===== config.mk =====
export PLATFORM = sky130hd
export DESIGN_NAME = ser_reg_if
export DESIGN_NICKNAME = d
export VERILOG_FILES = /design/src/rtl/ser_reg_pkg.sv /design/src/rtl/ser_sclk_gen.sv /design/src/rtl/ser_frame_rx.sv /design/src/rtl/ser_reg_file.sv /design/src/rtl/ser_frame_tx.sv /design/src/rtl/ser_reg_if.sv
export SDC_FILE = /design/constraint.sdc
export NUM_CORES = 1
export LEC_CHECK = 0
export BUFFER_PORTS_ARGS = -buffer_cell sky130_fd_sc_hd__buf_2
export CAP_MARGIN = 0
export CORE_MARGIN = 2
export CORE_UTILIZATION = 66
export CTS_BUF_LIST = sky130_fd_sc_hd__clkbuf_2
export DETAILED_ROUTE_END_ITERATION = 10
export GPL_TIMING_DRIVEN = 0
export HOLD_SLACK_MARGIN = 0.15
export PLACE_DENSITY = 0.8
export SETUP_SLACK_MARGIN = 0.02
export SYNTH_ARGS = -nofsm -noshare
export SYNTH_HDL_FRONTEND = slang
export SYNTH_HIERARCHICAL = 1
export SYNTH_SLANG_ARGS = --single-unit
export TNS_END_PERCENT = 50

===== constraint.sdc =====
create_clock -name clk -period 3.63 [get_ports clk]
set_input_delay 0.1815 -clock clk [delete_from_list [all_inputs] [get_ports clk]]
set_output_delay 0.1815 -clock clk [all_outputs]
set_load 0.005 [all_outputs]

===== src/rtl/ser_reg_pkg.sv =====
package ser_reg_pkg;

   // Frame geometry
   localparam int FRM_DATA_W = 10;
   localparam int FRM_LOC_W  = 6;

   // Locations whose behaviour other logic depends on
   localparam int LOC_PTR_A   = 9;
   localparam int LOC_PTR_B   = 10;
   localparam int LOC_AUX_CTL = 19;
   localparam int LOC_BB_CTL  = 20;
   localparam int LOC_RATE_A  = 25;
   localparam int LOC_RATE_B  = 26;
   localparam int MAP_SIZE    = 27;

   // Self-clearing trigger bits
   localparam int AUX_TRIG_BIT = 0;
   localparam int BB_TRIG_BIT  = 7;

   typedef enum logic [1:0] {
      RC_NONE,
      RC_PIN,
      RC_AUX,
      RC_BB
   } rst_class_e;

   function automatic rst_class_e class_of(input int loc);
      case (loc)
         3, 4, 7, 8, 20, 21: return RC_BB;
         12, 18, 19:         return RC_AUX;
         9, 10, 25, 26:      return RC_PIN;
         default:            return RC_NONE;
      endcase
   endfunction

   function automatic bit is_ptr_loc(input int loc);
      return (loc == LOC_PTR_A) || (loc == LOC_PTR_B);
   endfunction

   function automatic bit is_rate_loc(input int loc);
      return (loc == LOC_RATE_A) || (loc == LOC_RATE_B);
   endfunction

endpackage


===== src/rtl/ser_sclk_gen.sv =====
module ser_sclk_gen #(
   parameter int RATE_W     = 10,
   parameter int RESET_RATE = 4
) (
   input  logic              clk,
   input  logic              rst_n,
   input  logic [RATE_W-1:0] rate,
   output logic              sclk,
   output logic              rise_stb,
   output logic              fall_stb
);

   if (RESET_RATE < 1 || RESET_RATE >= (1 << RATE_W)) begin : g_bad_rate
      $error("ser_sclk_gen: RESET_RATE out of range");
   end

   logic [RATE_W-1:0] half_cnt;
   logic [RATE_W-1:0] eff_rate;
   logic              toggle;

   assign eff_rate = (rate == '0) ? RATE_W'(1) : rate;
   assign toggle   = (half_cnt == '0);
   assign rise_stb = toggle & ~sclk;
   assign fall_stb = toggle &  sclk;

   always_ff @(posedge clk or negedge rst_n) begin
      if (!rst_n) begin
         half_cnt <= RATE_W'(RESET_RATE - 1);
         sclk     <= 1'b0;
      end else if (toggle) begin
         half_cnt <= eff_rate - RATE_W'(1);
         sclk     <= ~sclk;
      end else begin
         half_cnt <= half_cnt - RATE_W'(1);
      end
   end

endmodule


===== src/rtl/ser_frame_rx.sv =====
module ser_frame_rx #(
   parameter int FRAME_W = 16
) (
   input  logic               clk,
   input  logic               rst_n,
   input  logic               sample_en,
   input  logic               fs,
   input  logic               sd,
   output logic               frm_vld,
   output logic [FRAME_W-1:0] frm
);

   localparam int CNT_W = $clog2(FRAME_W);

   if (FRAME_W < 4) begin : g_bad_frame
      $error("ser_frame_rx: FRAME_W too small");
   end

   logic [FRAME_W-1:0] shreg;
   logic [FRAME_W-1:0] shreg_nxt;
   logic [CNT_W-1:0]   bit_cnt;
   logic               active;

   assign shreg_nxt = {shreg[FRAME_W-2:0], sd};

   always_ff @(posedge clk or negedge rst_n) begin
      if (!rst_n) begin
         shreg   <= '0;
         bit_cnt <= '0;
         active  <= 1'b0;
         frm_vld <= 1'b0;
         frm     <= '0;
      end else begin
         frm_vld <= 1'b0;
         if (sample_en) begin
            shreg <= shreg_nxt;
            if (fs) begin
               active  <= 1'b1;
               bit_cnt <= CNT_W'(1);
            end else if (active) begin
               if (bit_cnt == CNT_W'(FRAME_W - 1)) begin
                  active  <= 1'b0;
                  bit_cnt <= '0;
                  frm_vld <= 1'b1;
                  frm     <= shreg_nxt;
               end else begin
                  bit_cnt <= bit_cnt + CNT_W'(1);
               end
            end
         end
      end
   end

endmodule


===== src/rtl/ser_reg_file.sv =====
module ser_reg_file
   import ser_reg_pkg::*;
#(
   parameter int DATA_W      = 10,
   parameter int ADDR_W      = 6,
   parameter int NUM_LOC     = 27,
   parameter int AUX_RST_CYC = 4,
   parameter int BB_RST_CYC  = 8,
   parameter int RATE_RESET  = 4,
   parameter int RATE_LOC    = 26
) (
   input  logic              clk,
   input  logic              rst_n,
   input  logic              wr_vld,
   input  logic [ADDR_W-1:0] wr_loc,
   input  logic [DATA_W-1:0] wr_data,
   input  logic [ADDR_W-1:0] rd_loc,
   output logic [DATA_W-1:0] rd_data,
   output logic [DATA_W-1:0] rate_val,
   output logic              aux_clr,
   output logic              bb_clr,
   output logic [DATA_W-1:0] regs_v [NUM_LOC]
);

   localparam int AC_W = $clog2(AUX_RST_CYC + 1);
   localparam int BC_W = $clog2(BB_RST_CYC + 1);

   if (NUM_LOC < MAP_SIZE || NUM_LOC > (1 << ADDR_W)) begin : g_bad_map
      $error("ser_reg_file: NUM_LOC does not fit the map");
   end
   if (DATA_W <= BB_TRIG_BIT || ADDR_W > DATA_W) begin : g_bad_width
      $error("ser_reg_file: widths too small for the trigger bits");
   end
   if (!is_rate_loc(RATE_LOC)) begin : g_bad_rate_loc
      $error("ser_reg_file: RATE_LOC must name a clock-rate register");
   end
   if (AUX_RST_CYC < 1 || BB_RST_CYC < 1) begin : g_bad_cyc
      $error("ser_reg_file: soft reset length must be at least one cycle");
   end

   logic            aux_go;
   logic            bb_go;
   logic [AC_W-1:0] aux_cnt;
   logic [BC_W-1:0] bb_cnt;

   assign aux_go  = wr_vld && (wr_loc == ADDR_W'(LOC_AUX_CTL)) && wr_data[AUX_TRIG_BIT];
   assign bb_go   = wr_vld && (wr_loc == ADDR_W'(LOC_BB_CTL))  && wr_data[BB_TRIG_BIT];
   assign aux_clr = aux_go || (aux_cnt != '0);
   assign bb_clr  = bb_go  || (bb_cnt  != '0);

   always_ff @(posedge clk or negedge rst_n) begin
      if (!rst_n) begin
         aux_cnt <= '0;
         bb_cnt  <= '0;
      end else begin
         if (aux_go)               aux_cnt <= AC_W'(AUX_RST_CYC - 1);
         else if (aux_cnt != '0)   aux_cnt <= aux_cnt - AC_W'(1);
         if (bb_go)                bb_cnt  <= BC_W'(BB_RST_CYC - 1);
         else if (bb_cnt != '0)    bb_cnt  <= bb_cnt - BC_W'(1);
      end
   end

   for (genvar i = 0; i < NUM_LOC; i++) begin : g_loc
      localparam rst_class_e RC = class_of(i);
      if (RC == RC_NONE) begin : g_unmapped
         assign regs_v[i] = '0;
      end else begin : g_mapped
         localparam logic [DATA_W-1:0] MASK =
            is_ptr_loc(i) ? DATA_W'((1 << ADDR_W) - 1) : {DATA_W{1'b1}};
         localparam logic [DATA_W-1:0] RSTV =
            is_rate_loc(i) ? DATA_W'(RATE_RESET) : '0;
         logic              soft_clr;
         logic [DATA_W-1:0] q;
         if (RC == RC_AUX) begin : g_aux
            assign soft_clr = aux_clr;
         end else if (RC == RC_BB) begin : g_bb
            assign soft_clr = bb_clr;
         end else begin : g_pin
            assign soft_clr = 1'b0;
         end
         always_ff @(posedge clk or negedge rst_n) begin
            if (!rst_n)
               q <= RSTV;
            else if (soft_clr)
               q <= '0;
            else if (wr_vld && (wr_loc == ADDR_W'(i)))
               q <= wr_data & MASK;
         end
         assign regs_v[i] = q;
      end
   end

   always_comb begin
      rd_data = '0;
      for (int k = 0; k < NUM_LOC; k++) begin
         if (rd_loc == ADDR_W'(k)) rd_data = regs_v[k];
      end
   end

   assign rate_val = regs_v[RATE_LOC];

endmodule


===== src/rtl/ser_frame_tx.sv =====
module ser_frame_tx #(
   parameter int DATA_W   = 10,
   parameter int ADDR_W   = 6,
   parameter int RD_DELAY = 4
) (
   input  logic              clk,
   input  logic              rst_n,
   input  logic              req,
   input  logic [ADDR_W-1:0] req_loc,
   input  logic              shift_en,
   input  logic [DATA_W-1:0] rd_data,
   output logic [ADDR_W-1:0] rd_loc,
   output logic              tx_fs,
   output logic              tx_sd
);

   localparam int FRAME_W = DATA_W + ADDR_W;
   localparam int BC_W    = $clog2(FRAME_W);
   localparam int DLY_W   = $clog2(RD_DELAY + 1);

   if (RD_DELAY < 1) begin : g_bad_delay
      $error("ser_frame_tx: RD_DELAY must be at least 1");
   end

   logic [FRAME_W-1:0] shreg;
   logic [BC_W-1:0]    bits_left;
   logic [DLY_W-1:0]   dly;
   logic               armed;
   logic               busy;

   assign tx_sd = shreg[FRAME_W-1];

   always_ff @(posedge clk or negedge rst_n) begin
      if (!rst_n) begin
         shreg     <= '0;
         bits_left <= '0;
         dly       <= '0;
         armed     <= 1'b0;
         busy      <= 1'b0;
         tx_fs     <= 1'b0;
         rd_loc    <= '0;
      end else begin
         if (req) begin
            rd_loc <= req_loc;
            armed  <= 1'b1;
            dly    <= DLY_W'(RD_DELAY - 1);
         end else if (dly != '0) begin
            dly <= dly - DLY_W'(1);
         end
         if (shift_en) begin
            if (busy) begin
               tx_fs <= 1'b0;
               shreg <= {shreg[FRAME_W-2:0], 1'b0};
               if (bits_left == '0) busy <= 1'b0;
               else                 bits_left <= bits_left - BC_W'(1);
            end else if (armed && (dly == '0) && !req) begin
               shreg     <= {rd_data, rd_loc};
               tx_fs     <= 1'b1;
               busy      <= 1'b1;
               armed     <= 1'b0;
               bits_left <= BC_W'(FRAME_W - 1);
            end
         end
      end
   end

endmodule


===== src/rtl/ser_reg_if.sv =====
module ser_reg_if
   import ser_reg_pkg::*;
#(
   parameter int DATA_W      = FRM_DATA_W,
   parameter int ADDR_W      = FRM_LOC_W,
   parameter int NUM_LOC     = MAP_SIZE,
   parameter int RD_DELAY    = 4,
   parameter int AUX_RST_CYC = 4,
   parameter int BB_RST_CYC  = 8,
   parameter int RATE_RESET  = 4,
   parameter int RATE_LOC    = LOC_RATE_B
) (
   input  logic clk,
   input  logic rst_n,
   output logic sclk_o,
   input  logic rx_fs,
   input  logic rx_sd,
   output logic tx_fs,
   output logic tx_sd
);

   localparam int FRAME_W = DATA_W + ADDR_W;

   logic               rise_stb;
   logic               fall_stb;
   logic               frm_vld;
   logic [FRAME_W-1:0] frm;
   logic [DATA_W-1:0]  wr_data;
   logic [ADDR_W-1:0]  wr_loc;
   logic [ADDR_W-1:0]  rd_loc;
   logic [DATA_W-1:0]  rd_data;
   logic [DATA_W-1:0]  rate_val;
   logic               aux_clr;
   logic               bb_clr;
   logic               launch_req;
   logic [DATA_W-1:0]  regs_v [NUM_LOC];

   assign wr_data    = frm[FRAME_W-1:ADDR_W];
   assign wr_loc     = frm[ADDR_W-1:0];
   assign launch_req = frm_vld &&
                       ((wr_loc == ADDR_W'(LOC_PTR_A)) || (wr_loc == ADDR_W'(LOC_PTR_B)));

   ser_sclk_gen #(
      .RATE_W     (DATA_W),
      .RESET_RATE (RATE_RESET)
   ) u_sclk (
      .clk      (clk),
      .rst_n    (rst_n),
      .rate     (rate_val),
      .sclk     (sclk_o),
      .rise_stb (rise_stb),
      .fall_stb (fall_stb)
   );

   ser_frame_rx #(
      .FRAME_W (FRAME_W)
   ) u_rx (
      .clk       (clk),
      .rst_n     (rst_n),
      .sample_en (rise_stb),
      .fs        (rx_fs),
      .sd        (rx_sd),
      .frm_vld   (frm_vld),
      .frm       (frm)
   );

   ser_reg_file #(
      .DATA_W      (DATA_W),
      .ADDR_W      (ADDR_W),
      .NUM_LOC     (NUM_LOC),
      .AUX_RST_CYC (AUX_RST_CYC),
      .BB_RST_CYC  (BB_RST_CYC),
      .RATE_RESET  (RATE_RESET),
      .RATE_LOC    (RATE_LOC)
   ) u_regs (
      .clk      (clk),
      .rst_n    (rst_n),
      .wr_vld   (frm_vld),
      .wr_loc   (wr_loc),
      .wr_data  (wr_data),
      .rd_loc   (rd_loc),
      .rd_data  (rd_data),
      .rate_val (rate_val),
      .aux_clr  (aux_clr),
      .bb_clr   (bb_clr),
      .regs_v   (regs_v)
   );

   ser_frame_tx #(
      .DATA_W   (DATA_W),
      .ADDR_W   (ADDR_W),
      .RD_DELAY (RD_DELAY)
   ) u_tx (
      .clk      (clk),
      .rst_n    (rst_n),
      .req      (launch_req),
      .req_loc  (wr_data[ADDR_W-1:0]),
      .shift_en (fall_stb),
      .rd_data  (rd_data),
      .rd_loc   (rd_loc),
      .tx_fs    (tx_fs),
      .tx_sd    (tx_sd)
   );

endmodule


==> results.md <==
- Register clock-pin slew on the reported worst setup and hold paths: 100 ps
- Total Routing Usage GR: 32.00%
- First-pass DRT Iterations: 4
- Worst EP arrival: 3700 ps
- Critical path's top delay family: simple AND/OR/NAND/NOR gates
- Rows: 46
- Total routed wirelength: 25,720 um
- Vias post-DR: approximately 8,000
- Crit Path Class: reg2reg
- Vias per inst: 6.165
- Gpl congestion: 0.9392
- Nets: 1,056
- Final Hold Fails: 0
- Layout area overhead: 8.282%
- Grt total ovfl: 0
- Drt wl/cell: 19.81 um
- Origin of the worst min-delay path: rx_fs
- RSZ-0062 raised after global routing: false
- Syn_area_per_cell: 10.76 sq um
- Ports: 7
- Slew margin rel.: 43.30%
- TritonCTS clock tree: built
- Global-route wire length before repair: about 41,000 um
- Fin. max-slew vios: 0
- P_leak: 5.690 nW
- CP Launch Type: flop
- Crit-path cells: or3_1 > or3_1 > buf_2 > nor2_1 > buf_2 > nand2_1 > nor3_4 > buf_12 > mux2_4
- # DRC: 0
- Warnings, synthesis: 6
- Dpl hpwl: 17,170 um
- Finish-stage setup viols: 0
- Antenna fix cells: 0
- Pin count of the biggest net entering global routing: 110
- Skew final: ~73 ps
- Maxcap violations: 0
- CP Max Fanout: 10
- R2r startpoint: u_sclk/half_cnt[5]
- Core Area: 0.01571 sq mm
- Initial antenna violation count: 0
- Vias in the first global route: 7,828
- CP startpoint: u_sclk/half_cnt[5]
- CTS Root Cell: clkbuf_2
- Synth Instances: about 1,000
- Worst-Margin Slew: 850.5 ps
- Final core occ: 72.36%
- DR iter-0 viols: 805
- Die span in x: 130.1 um
- Worst-Skew Late Latency: approximately 850 ps
- CP max-delay cell: or3_1
- Crit path time final: approximately 3000 ps
- PD cells: approximately 400 mW/mm^2
- Starting Density: between 60% and 70%
- Clock sink count: 209
- Die Ht: 130.1 um
- Deepest clock path buffer count: 3
- Worst Setup End Kind: flop
- Die area: about 0.017 sq mm
- FILL cells: 1,191
- Post-Syn Nets: 989
- Layout cell share with drive strength beyond 1: 21.81%
- F_max: 337.0 MHz
- Htree depth: 2
- Non-Filler Instances: about 1,300
- Placed Cells: roughly 1,200
- Antenna-violating nets left: 0
- Hold WC Path Type: in2reg
- Slowest stage delay, CP: 470 ps
- PortBufs: 5
- VDD IR max: roughly 0.33 mV
- Status: finished, final reports clean
- Mapped cell area: 0.01050 sq mm
- Worst EP required: 4370 ps
- Fin Hold WS: 275.9 ps
- Final period utilization: 81.75%
- Buf/Inv on CP: 3
- CTS Buf Count: 53
## worst min-delay path, stage by stage
cell	delay, ps
dlygate4sd3_1	530
clkbuf_1	210
o22ai_1	150
## state kept, by name (all words and copies together), names as in the netlist
signal	flops
u_regs/g_loc.g_mapped.q	112
u_rx/frm	16
u_tx/shreg	16
u_rx/shreg	15
u_regs/rate_val	10
u_sclk/half_cnt	10
u_tx/rd_loc	6
u_regs/bb_cnt	4
u_rx/bit_cnt	4
u_tx/bits_left	4
u_regs/aux_cnt	3
u_tx/dly	3
u_rx/active	1
u_rx/frm_vld	1
u_sclk/sclk	1
u_tx/armed	1
u_tx/busy	1
u_tx/tx_fs	1
## power breakdown
group	internal (mW)	total, mW	switching [mW]
clock network	0.594	1.53	0.936
logic	0.192	0.413	0.221
registers	2.47	2.59	0.125
total	3.26	4.54	1.28
## per-layer routing
metal	wire, um	vias to the layer above	share of wire (%)	GRT usage (%)
met2	11680	306	45	48.08
met4	779	0	3.0	12.40
met5	0	-	0	0
li1	-	3693	-	-
met3	1987	59	7.7	6.314
met1	11280	3944	44	46.46
## final cells by class
type / instances / area, sq um / share of cell area [%]
tap: 216 / 270.3 / 2.377
inverter: 22 / 82.58 / 0.7263
multi-input combinational: 678 / 4820 / 42.39
buffer: 67 / 362.8 / 3.191
clock buffer: 82 / 410.4 / 3.610
sequential: 209 / 5235 / 46.04
timing repair buffer: 12 / 140.1 / 1.233
clock inverter: 12 / 48.80 / 0.4292
## layout by cell type (no fill, tap or decap), types with 7 or more instances in the layout
master,n
a21oi_1,74
a22oi_1,22
a32oi_1,11
and2_1,7
buf_2,29
clkbuf_1,26
clkbuf_2,84
clkinv_1,9
dfrtp_1,205
ha_1,9
inv_1,22
mux2_2,65
mux2_4,9
mux2i_1,77
nand2_1,69
nand2b_1,14
nand3_1,21
nand3b_1,20
nor2_1,90
nor2b_1,8
nor3_1,18
nor3_2,9
o21ai_0,24
o22ai_1,10
or3_1,9
## timing repair
item,CTS,global route
gates resized for setup,0,0
setup buffers,0,0
hold endpoints to repair,228,0
hold buffers,6,0
## stage by stage
step	setup TNS, ps	power [mW]	setup WS [ps]	instance area [sq um]
after floorplan	0	2.884	1033	10500
after global placement	-229070	3.022	-1136	10800
after detailed placement	0	3.047	698.9	10830
after CTS	0	4.586	714.7	11370
after global routing	0	4.785	476.4	11370
final	0	4.537	662.5	11370
## path summary, 6_finish.rpt
path                       depth (start not counted)  slack, ps                       endpoint
setup / recovery                                   9        660                   u_rx/frm[10]
hold / removal                                     3        280                u_rx/bit_cnt[2]
setup reg to reg                                   9        660                   u_rx/frm[10]
hold reg to reg                                    1        500                    u_tx/dly[1]
max in group asynchronous                          4       2620  u_regs/g_loc[3].g_mapped.q[5]
min in group asynchronous                          4        510                    u_tx/dly[2]
Note: power is estimated with default switching activity, not from simulation.
